==> config.mk <==
export PLATFORM = sky130hd
export DESIGN_NAME = rbn_engine
export DESIGN_NICKNAME = d
export VERILOG_FILES = /design/src/rtl/rbn_pkg.sv /design/src/rtl/rbn_ctrl.sv /design/src/rtl/rbn_datapath.sv /design/src/rtl/rbn_engine.sv
export SDC_FILE = /design/constraint.sdc
export NUM_CORES = 1
export LEC_CHECK = 0
export BUFFER_PORTS_ARGS = -buffer_cell sky130_fd_sc_hd__buf_2
export CAP_MARGIN = 15
export CORE_MARGIN = 2
export CORE_UTILIZATION = 60
export DETAILED_ROUTE_END_ITERATION = 6
export PLACE_DENSITY = 0.82
export SETUP_SLACK_MARGIN = 0.15
export SLEW_MARGIN = 20
export SYNTH_ARGS = -nofsm -noshare
export SYNTH_HDL_FRONTEND = slang
export SYNTH_SLANG_ARGS = --single-unit
==> constraint.sdc <==
create_clock -name clk -period 2.7 [get_ports clk]
set_clock_uncertainty 0.2 [all_clocks]
set_input_delay 0.135 -clock clk [delete_from_list [all_inputs] [get_ports clk]]
set_output_delay 0.135 -clock clk [all_outputs]
set_load 0.01 [all_outputs]
==> src/rtl/rbn_pkg.sv <==
package rbn_pkg;
  // Strobes from the control unit to the datapath, one cycle each.
  typedef struct packed {
    logic srcWr;     // store one source index
    logic lutWr;     // store one rule table
    logic loadSeed;  // copy seed into the state
    logic step;      // advance every node once
  } rbnStrobe_t;
endpackage

==> src/rtl/rbn_ctrl.sv <==
module rbn_ctrl #(
  parameter int STEP_W = 16
) (
  input  logic                clk,
  input  logic                rstN,
  input  logic                runEn,
  input  logic                cfgWe,
  input  logic                cfgSel,
  input  logic                seedLoad,
  output rbn_pkg::rbnStrobe_t strobe,
  output logic [STEP_W-1:0]   stepCount
);
  import rbn_pkg::*;

  logic cfgOpen;

  // Configuration is locked out while the network runs.
  assign cfgOpen         = cfgWe && !runEn;
  assign strobe.srcWr    = cfgOpen && !cfgSel;
  assign strobe.lutWr    = cfgOpen && cfgSel;
  assign strobe.loadSeed = seedLoad;
  // A seed load takes precedence over a step in the same cycle.
  assign strobe.step     = runEn && !seedLoad;

  always_ff @(posedge clk) begin
    if (!rstN) begin
      stepCount <= '0;
    end else if (strobe.loadSeed) begin
      stepCount <= '0;
    end else if (strobe.step) begin
      stepCount <= stepCount + 1'b1;
    end
  end


  count_inc_chk: assert property (@(posedge clk) disable iff (!rstN)
    (runEn && !seedLoad) |=> stepCount == STEP_W'($past(stepCount) + 1'b1));


  count_clear_chk: assert property (@(posedge clk) disable iff (!rstN)
    seedLoad |=> stepCount == '0);


  count_hold_chk: assert property (@(posedge clk) disable iff (!rstN)
    (!runEn && !seedLoad) |=> $stable(stepCount));


  cfg_lock_chk: assert property (@(posedge clk) disable iff (!rstN)
    runEn |-> !(strobe.srcWr || strobe.lutWr));
endmodule

==> src/rtl/rbn_datapath.sv <==
module rbn_datapath #(
  parameter int NODES    = 16,
  parameter int FANIN    = 2,
  parameter int IDX_W    = 4,
  parameter int SLOT_W   = 1,
  parameter int LUT_SIZE = 4,
  parameter int CFG_W    = 4
) (
  input  logic                clk,
  input  logic                rstN,
  input  rbn_pkg::rbnStrobe_t strobe,
  input  logic [IDX_W-1:0]    cfgNode,
  input  logic [SLOT_W-1:0]   cfgSlot,
  input  logic [CFG_W-1:0]    cfgData,
  input  logic [NODES-1:0]    seed,
  output logic [NODES-1:0]    state
);
  import rbn_pkg::*;

  localparam bit FULL_RANGE = ((1 << IDX_W) == NODES);

  logic [NODES-1:0][FANIN-1:0][IDX_W-1:0] srcMem;
  logic [NODES-1:0][LUT_SIZE-1:0]         lutMem;
  logic [NODES-1:0]                       nextState;
  logic                                   nodeOk;
  logic                                   slotOk;

  assign nodeOk = int'(cfgNode) < NODES;
  assign slotOk = int'(cfgSlot) < FANIN;

  // Wiring and rule storage.
  always_ff @(posedge clk) begin
    if (!rstN) begin
      srcMem <= '0;
      lutMem <= '0;
    end else begin
      if (strobe.srcWr && nodeOk && slotOk) begin
        srcMem[cfgNode][cfgSlot] <= cfgData[IDX_W-1:0];
      end
      if (strobe.lutWr && nodeOk) begin
        lutMem[cfgNode] <= cfgData[LUT_SIZE-1:0];
      end
    end
  end

  // Per-node input gather and rule lookup, all from the current state.
  for (genvar n = 0; n < NODES; n++) begin : g_node
    logic [FANIN-1:0] pattern;
    for (genvar s = 0; s < FANIN; s++) begin : g_slot
      if (FULL_RANGE) begin : g_direct
        assign pattern[s] = state[srcMem[n][s]];
      end else begin : g_guard
        // Indices past the last node read as a constant zero.
        assign pattern[s] = (int'(srcMem[n][s]) < NODES) ?
                            state[srcMem[n][s]] : 1'b0;
      end
    end
    assign nextState[n] = lutMem[n][pattern];
  end

  always_ff @(posedge clk) begin
    if (!rstN) begin
      state <= '0;
    end else if (strobe.loadSeed) begin
      state <= seed;
    end else if (strobe.step) begin
      state <= nextState;
    end
  end


  seed_copy_chk: assert property (@(posedge clk) disable iff (!rstN)
    strobe.loadSeed |=> state == $past(seed));


  state_hold_chk: assert property (@(posedge clk) disable iff (!rstN)
    !(strobe.step || strobe.loadSeed) |=> $stable(state));


  lut_keep_chk: assert property (@(posedge clk) disable iff (!rstN)
    !strobe.lutWr |=> $stable(lutMem));


  src_keep_chk: assert property (@(posedge clk) disable iff (!rstN)
    !strobe.srcWr |=> $stable(srcMem));
endmodule

==> src/rtl/rbn_engine.sv <==
module rbn_engine #(
  parameter int NODES    = 16,
  parameter int FANIN    = 2,
  parameter int STEP_W   = 16,
  parameter int IDX_W    = (NODES > 1) ? $clog2(NODES) : 1,
  parameter int SLOT_W   = (FANIN > 1) ? $clog2(FANIN) : 1,
  parameter int LUT_SIZE = 1 << FANIN,
  parameter int CFG_W    = (IDX_W > LUT_SIZE) ? IDX_W : LUT_SIZE
) (
  input  logic              clk,
  input  logic              rstN,
  input  logic              runEn,
  input  logic              cfgWe,
  input  logic              cfgSel,
  input  logic [IDX_W-1:0]  cfgNode,
  input  logic [SLOT_W-1:0] cfgSlot,
  input  logic [CFG_W-1:0]  cfgData,
  input  logic              seedLoad,
  input  logic [NODES-1:0]  seed,
  output logic [NODES-1:0]  state,
  output logic [STEP_W-1:0] stepCount
);
  import rbn_pkg::*;

  rbnStrobe_t strobe;

  rbn_ctrl #(.STEP_W(STEP_W)) u_ctrl (
    .clk       (clk),
    .rstN      (rstN),
    .runEn     (runEn),
    .cfgWe     (cfgWe),
    .cfgSel    (cfgSel),
    .seedLoad  (seedLoad),
    .strobe    (strobe),
    .stepCount (stepCount)
  );

  rbn_datapath #(
    .NODES    (NODES),
    .FANIN    (FANIN),
    .IDX_W    (IDX_W),
    .SLOT_W   (SLOT_W),
    .LUT_SIZE (LUT_SIZE),
    .CFG_W    (CFG_W)
  ) u_datapath (
    .clk     (clk),
    .rstN    (rstN),
    .strobe  (strobe),
    .cfgNode (cfgNode),
    .cfgSlot (cfgSlot),
    .cfgData (cfgData),
    .seed    (seed),
    .state   (state)
  );
endmodule

---- Yosys cells after proc, flatten, opt, wreduce, memory -nomap -nowiden ----
Index checks and enable logic that the tools add are counted.
word-level totals
  register bits after elaboration ......... 224
  input port bits ......................... 31
  output and inout bits ................... 32
  word-level logic and storage cells ...... 221
cells by class
  add/subtract/negate cells ............... 1
  order comparisons ....................... 52
  muxes and demuxes ....................... 106
  bitwise logic cells ..................... 1
  reduce and logical (&&, ||, !) cells .... 11
operators by type and width
  kind                                                               count
  less-than comparator 4 x 5 -> 1 bit, second input constant         33
  binary-select mux 1 bit (select 4 bit)                             32
  bitwise mux 128 bit                                                1
  bitwise mux 64 bit                                                 1
  less-than comparator 2 x 3 -> 1 bit, second input constant         16
  two-way mux 1 bit                                                  48
  binary-select mux 1 bit (select 2 bit)                             16
  demux 8 bit (select 4 bit)                                         1
  two-way mux 16 bit                                                 2
  adder 16 x 1 -> 16 bit, second input constant                      1
  demux 4 bit (select 4 bit)                                         1
  two-way mux 4 bit                                                  2
  two-way mux 8 bit                                                  1
  logical AND 1 bit                                                  6
  demux 4 bit (select 1 bit)                                         1
  greater-or-equal comparator 4 x 1 -> 1 bit, second input constant  1
  logical NOT 1 bit                                                  3
  less-than comparator 1 x 2 -> 1 bit, second input constant         1
  nonzero test 2 bit                                                 1
  OR reduction 2 bit                                                 1
  greater-or-equal comparator 1 bit, second input constant           1
  inverter 1 bit                                                     1

---- Depth between registers and ports, before layout ----
  depth in word-level cells ............... 7
  mapped depth ............................ 7
  depth with buffers taken out ............ 6

---- By module ----
A second synthesis with hierarchy kept.
second synthesis, totals
  cells, all modules ...................... 1398
  area total of the unflattened synthesis .. 13603.0 µm²
modules (own cells, without submodules)
  module        times used  cells an instance  area each (µm²)  seq. area each (µm²)
  rbn_datapath  1           1312               12841.1          4164.0
  rbn_ctrl      1           86                 762.0            320.3

---- Worst setup path before layout ----
No wires, ideal clock.
  path type ............................... reg2reg
  start point ............................. reg u_datapath.state[7]
  end point ............................... reg u_datapath.state[14]
  setup time .............................. 0.086 ns
  arrival ................................. 1.952 ns
  data required time ...................... 2.414 ns
  setup slack ............................. 0.463 ns
  stages on the path, launching flop included .. 7
  buffers on the path ..................... 1
  clock period less this slack ............ 2.237 ns
  cells stage by stage .................... dfxtp_1 > clkbuf_1 > mux4_2 > mux2i_1 > mux2_2 > o211a_1 > a211oi_1
on the way
  word-level cells in the longest chain between the ends .. 6
  elaborated cells between the ends (all ways) .. 8
  those cells by class .................... mux: 8
RTL lines
  item                                       RTL line            text
  start: declaration                         rbn_datapath.sv:16  output logic [NODES-1:0] state
  start signal: assignment                   rbn_datapath.sv:67  state <= nextState;
  binary-select mux 1 bit (select 4 bit)     rbn_datapath.sv:51  assign pattern[s] = state[srcMem[n][s]];
  two-way mux 1 bit (not written as such)    rbn_datapath.sv:51
  binary-select mux 1 bit (select 2 bit) *   rbn_datapath.sv:58  assign nextState[n] = lutMem[n][pattern];
  two-way mux 1 bit (not written as such) *  rbn_datapath.sv:58
  two-way mux 16 bit *                       rbn_datapath.sv:66  end else if (strobe.step) begin
  two-way mux 16 bit *                       rbn_datapath.sv:64  end else if (strobe.loadSeed) begin
Every way passes the cells marked *; elsewhere a longest branch is shown, timed or not. The select of a mux whose other input is x is not followed.
A chain may end at the register's enable or synchronous reset.

---- Worst setup path after layout ----
  start point ............................. reg u_datapath.state[15]
  end point ............................... reg u_datapath.state[12]
Same word-level chain as after synthesis.

==> results.py <==
metrics = {
    "run_status": {
        "status": "finished with violations",
        "violations": "design-rule violations",
    },
    "sta": {
        "fin_tns_setup_ns": 0,
        "hold_slack_ns": 0.02507,
        "setup_viol": 0,
        "relSlewSlack": 0.4971,
        "period_minus_slack_ns": 2.479,
        "fmax_mhz": 403.3,
        "worst_pin_slew_ns": 0.7543,
        "drv_slew": 0,
        "rsz0062_at_grt": "no",
        "final.period_utilization": 0.9182,
        "hold_violations": 0,
    },
    "floorplanning": {
        "io_pins": 63,
        "die_x_um": 156.5,
        "core_mm2": 0.02271,
        "core.rowCount": 55,
        "die_y_um": 156.5,
        "initial_core_util": 0.6141,
        "die_area_mm2": 0.02448,
    },
    "routing": {
        "num_vias": 11761,
        "drc_errors": 1,
        "avgViaCountPerCell": 6.894,
        "dr.first_iter.drc_count": 1364,
        "final_antenna_net_count": 0,
        "routed_wirelength_mm": 39.00,
        "routedWlPerCell_um": 22.86,
        "dr.pass1.iters": 7,
    },
    "finish": {
        "final_layout_size_suffix_gt1_frac": 0.1928,
        "design_area_mm2": 0.01562,
        "filler_cell_count": 1565,
        "area_growth_pct": 11.98,
        "finalNonFillerCells": 1706,
        "fin_nets": 1436,
        "num_antenna_cells": 0,
    },
    "yosys": {
        "synth-async-reset-ratio": 0,
        "seq_area_frac_synth": 0.3216,
        "synthFlopType": "dfxtp_1",
        "avgSynthCellArea_um2": 9.976,
        "synth_area_leaders": "dfxtp_1 32%, mux4_2 17%, mux2i_1 9.8%, mux4_1 7.0%, a21boi_1 6.6%",
        "ys_ff_latch": 224,
        "synth_top_area_frac": 0.3216,
        "synth_xor_area_frac": 0.008792,
        "synth_top_family_by_area": "multiplexers",
        "synth_most_common_cell": "dfxtp_1",
        "yosys.area.top_type": "dfxtp_1",
        "synth_fp_nets": 1430,
        "ys_warn_count": 0,
        "synthTopCellsByCount": "224 x dfxtp_1, 207 x nand2_1, 136 x mux2i_1, 136 x nand3_1, 122 x a21boi_1",
        "syn-cell-area_mm2": 0.01395,
        "synthSimpleGateAreaFrac": 0.1621,
        "synth_compound_area_frac": 0.1127,
        "ys_types": 47,
        "synth_edf_count": 0,
        "postSynthCellCount": 1398,
        "synth.mux.area_fraction": 0.3395,
        "synth_fa_ha_area_frac": 0.0008972,
    },
    "clock_tree": {
        "clock_latency_ns": 0.55,
        "clock_sink_count": 224,
        "cts_tree": "done",
        "clockBufferDepth": 3,
        "clk_pin_slew_ns": 0.06,
        "cts_root_buf": "clkbuf_16",
        "h-tree-depth": 1,
        "cts_buffers": 25,
    },
    "worst_setup_path": {
        "r2r_start": "u_datapath.state[15]",
        "worstSetupPathType": "flop to flop",
        "cp.arrival_ns": 2.72,
        "crit_required_ns": 2.94,
        "critPathLaunch": "u_datapath.state[15]",
        "critPathCaptureType": "flop",
        "start_kind": "flop",
        "path_max_fanout": 13,
        "r2r-end": "u_datapath.state[12]",
        "reg2reg_depth": 6,
        "r2r_slack_ns": 0.22,
    },
    "global_routing": {
        "grt_pass1_vias": 11456,
        "grt_pass1_wl_mm": 61.40,
        "antenna_found_initial": 0,
        "grtUsageTotal": 0.3184,
        "gr-total-overflow": 0,
        "grt_max_degree": 89,
    },
    "run": {
        "cap_violations": 0,
    },
    "hold_path": {
        "hold_path_class": "primary input to flop",
        "hold_end": "u_datapath.srcMem[5]",
        "hold_depth": 5,
        "hp-start": "cfgNode[1]",
    },
    "placed_design": {
        "numPortBuffers": 62,
        "placed_cell_area_mm2": 0.01454,
        "gp_congestion": 0.8571,
        "dp_cells": 1638,
        "dp.final_hpwl_mm": 23.89,
    },
    "pwr": {
        "peakVddDrop_uv": 348.9,
        "p_leak_nw": 5.040,
        "p_per_area_mw_per_mm2": 491.7,
    },
}
routing by layer:
layer,up-vias,track usage,share of wire
met4,0,0.1669,0.049
li1,5122,-,-
met1,5668,0.4087,0.37
met2,817,0.5163,0.47
met3,154,0.05843,0.11
met5,-,0,0
area by class of cell:
class | count | area (um^2) | area share
Multi-Input combinational cell | 1002 | 8722 | 0.5585
Sequential cell | 224 | 4487 | 0.2873
Clock inverter | 6 | 87.58 | 0.005609
Inverter | 6 | 22.52 | 0.001442
Tap cell | 285 | 356.6 | 0.02283
Clock buffer | 38 | 744.5 | 0.04767
Timing Repair Buffer | 145 | 1196 | 0.07660
registers in the layout, summed over array words and instances, names as in the netlist:
signal,count
u_datapath.srcMem,128
u_ctrl.stepCount,16
u_datapath.lutMem,64
u_datapath.state,16
stage by stage:
step,power (mW),setup slack (ns),util
after floorplan,3.911,0.4626,-
after global placement,4.186,0.2787,0.6402
after detailed placement,4.199,0.2118,0.6402
after CTS,7.674,0.1959,0.6874
after global routing,7.855,0.1848,0.6877
final,7.679,0.2207,0.6877
power breakdown:
| group | total [mW] | switching, mW | internal, mW |
|---|---|---|---|
| Clock | 3.50 | 1.41 | 2.08 |
| Combinational | 0.833 | 0.469 | 0.364 |
| Sequential | 3.35 | 0.0239 | 3.33 |
layout by cell type, fill, tap and decap left out, types with 37 or more instances in the layout:
| master | count |
|---|---|
| nand3_1 | 136 |
| mux2i_1 | 135 |
| buf_2 | 61 |
| nor2b_1 | 42 |
| mux4_2 | 105 |
| nor2_1 | 42 |
| mux4_1 | 37 |
| o21ai_0 | 38 |
| dfxtp_1 | 222 |
| nand2_1 | 207 |
| a21boi_1 | 122 |
| buf_4 | 44 |
cells by family after synthesis:
logic type                 Yosys count
and+or+nand+nor                    487
xor gates and xnor gates            14
buffers and inverters              172
adders and majority gates            1
AOI/OAI and AO/OA                  219
DFF                                224
muxes                              281
worst max-delay path by stage:
stage | slack, ns | cells past startpoint | to
after floorplan | 0.46 | 6 | u_datapath.state[14]
after global placement | 0.28 | 5 | u_datapath.state[14]
after detailed placement | 0.21 | 5 | u_datapath.state[14]
after CTS | 0.20 | 5 | u_datapath.state[14]
after global routing | 0.18 | 6 | u_datapath.state[10]
final | 0.22 | 6 | u_datapath.state[12]
critical path: stages (launching register included):
cell	delay, ns
dfxtp_1	0.40
buf_4	0.25
mux4_2	0.48
mux4_2	0.54
mux2i_1	0.20
mux2i_1	0.13
a22o_1	0.19
what timing repair did:
item,4_1_cts,5_1_grt
setup endpoints to repair,0,2
hold buffers,24,0
setup buffers,0,0
hold endpoints to repair,105,0
resized for setup,0,3
No activity file was read; power rests on OpenSTA's default activity.
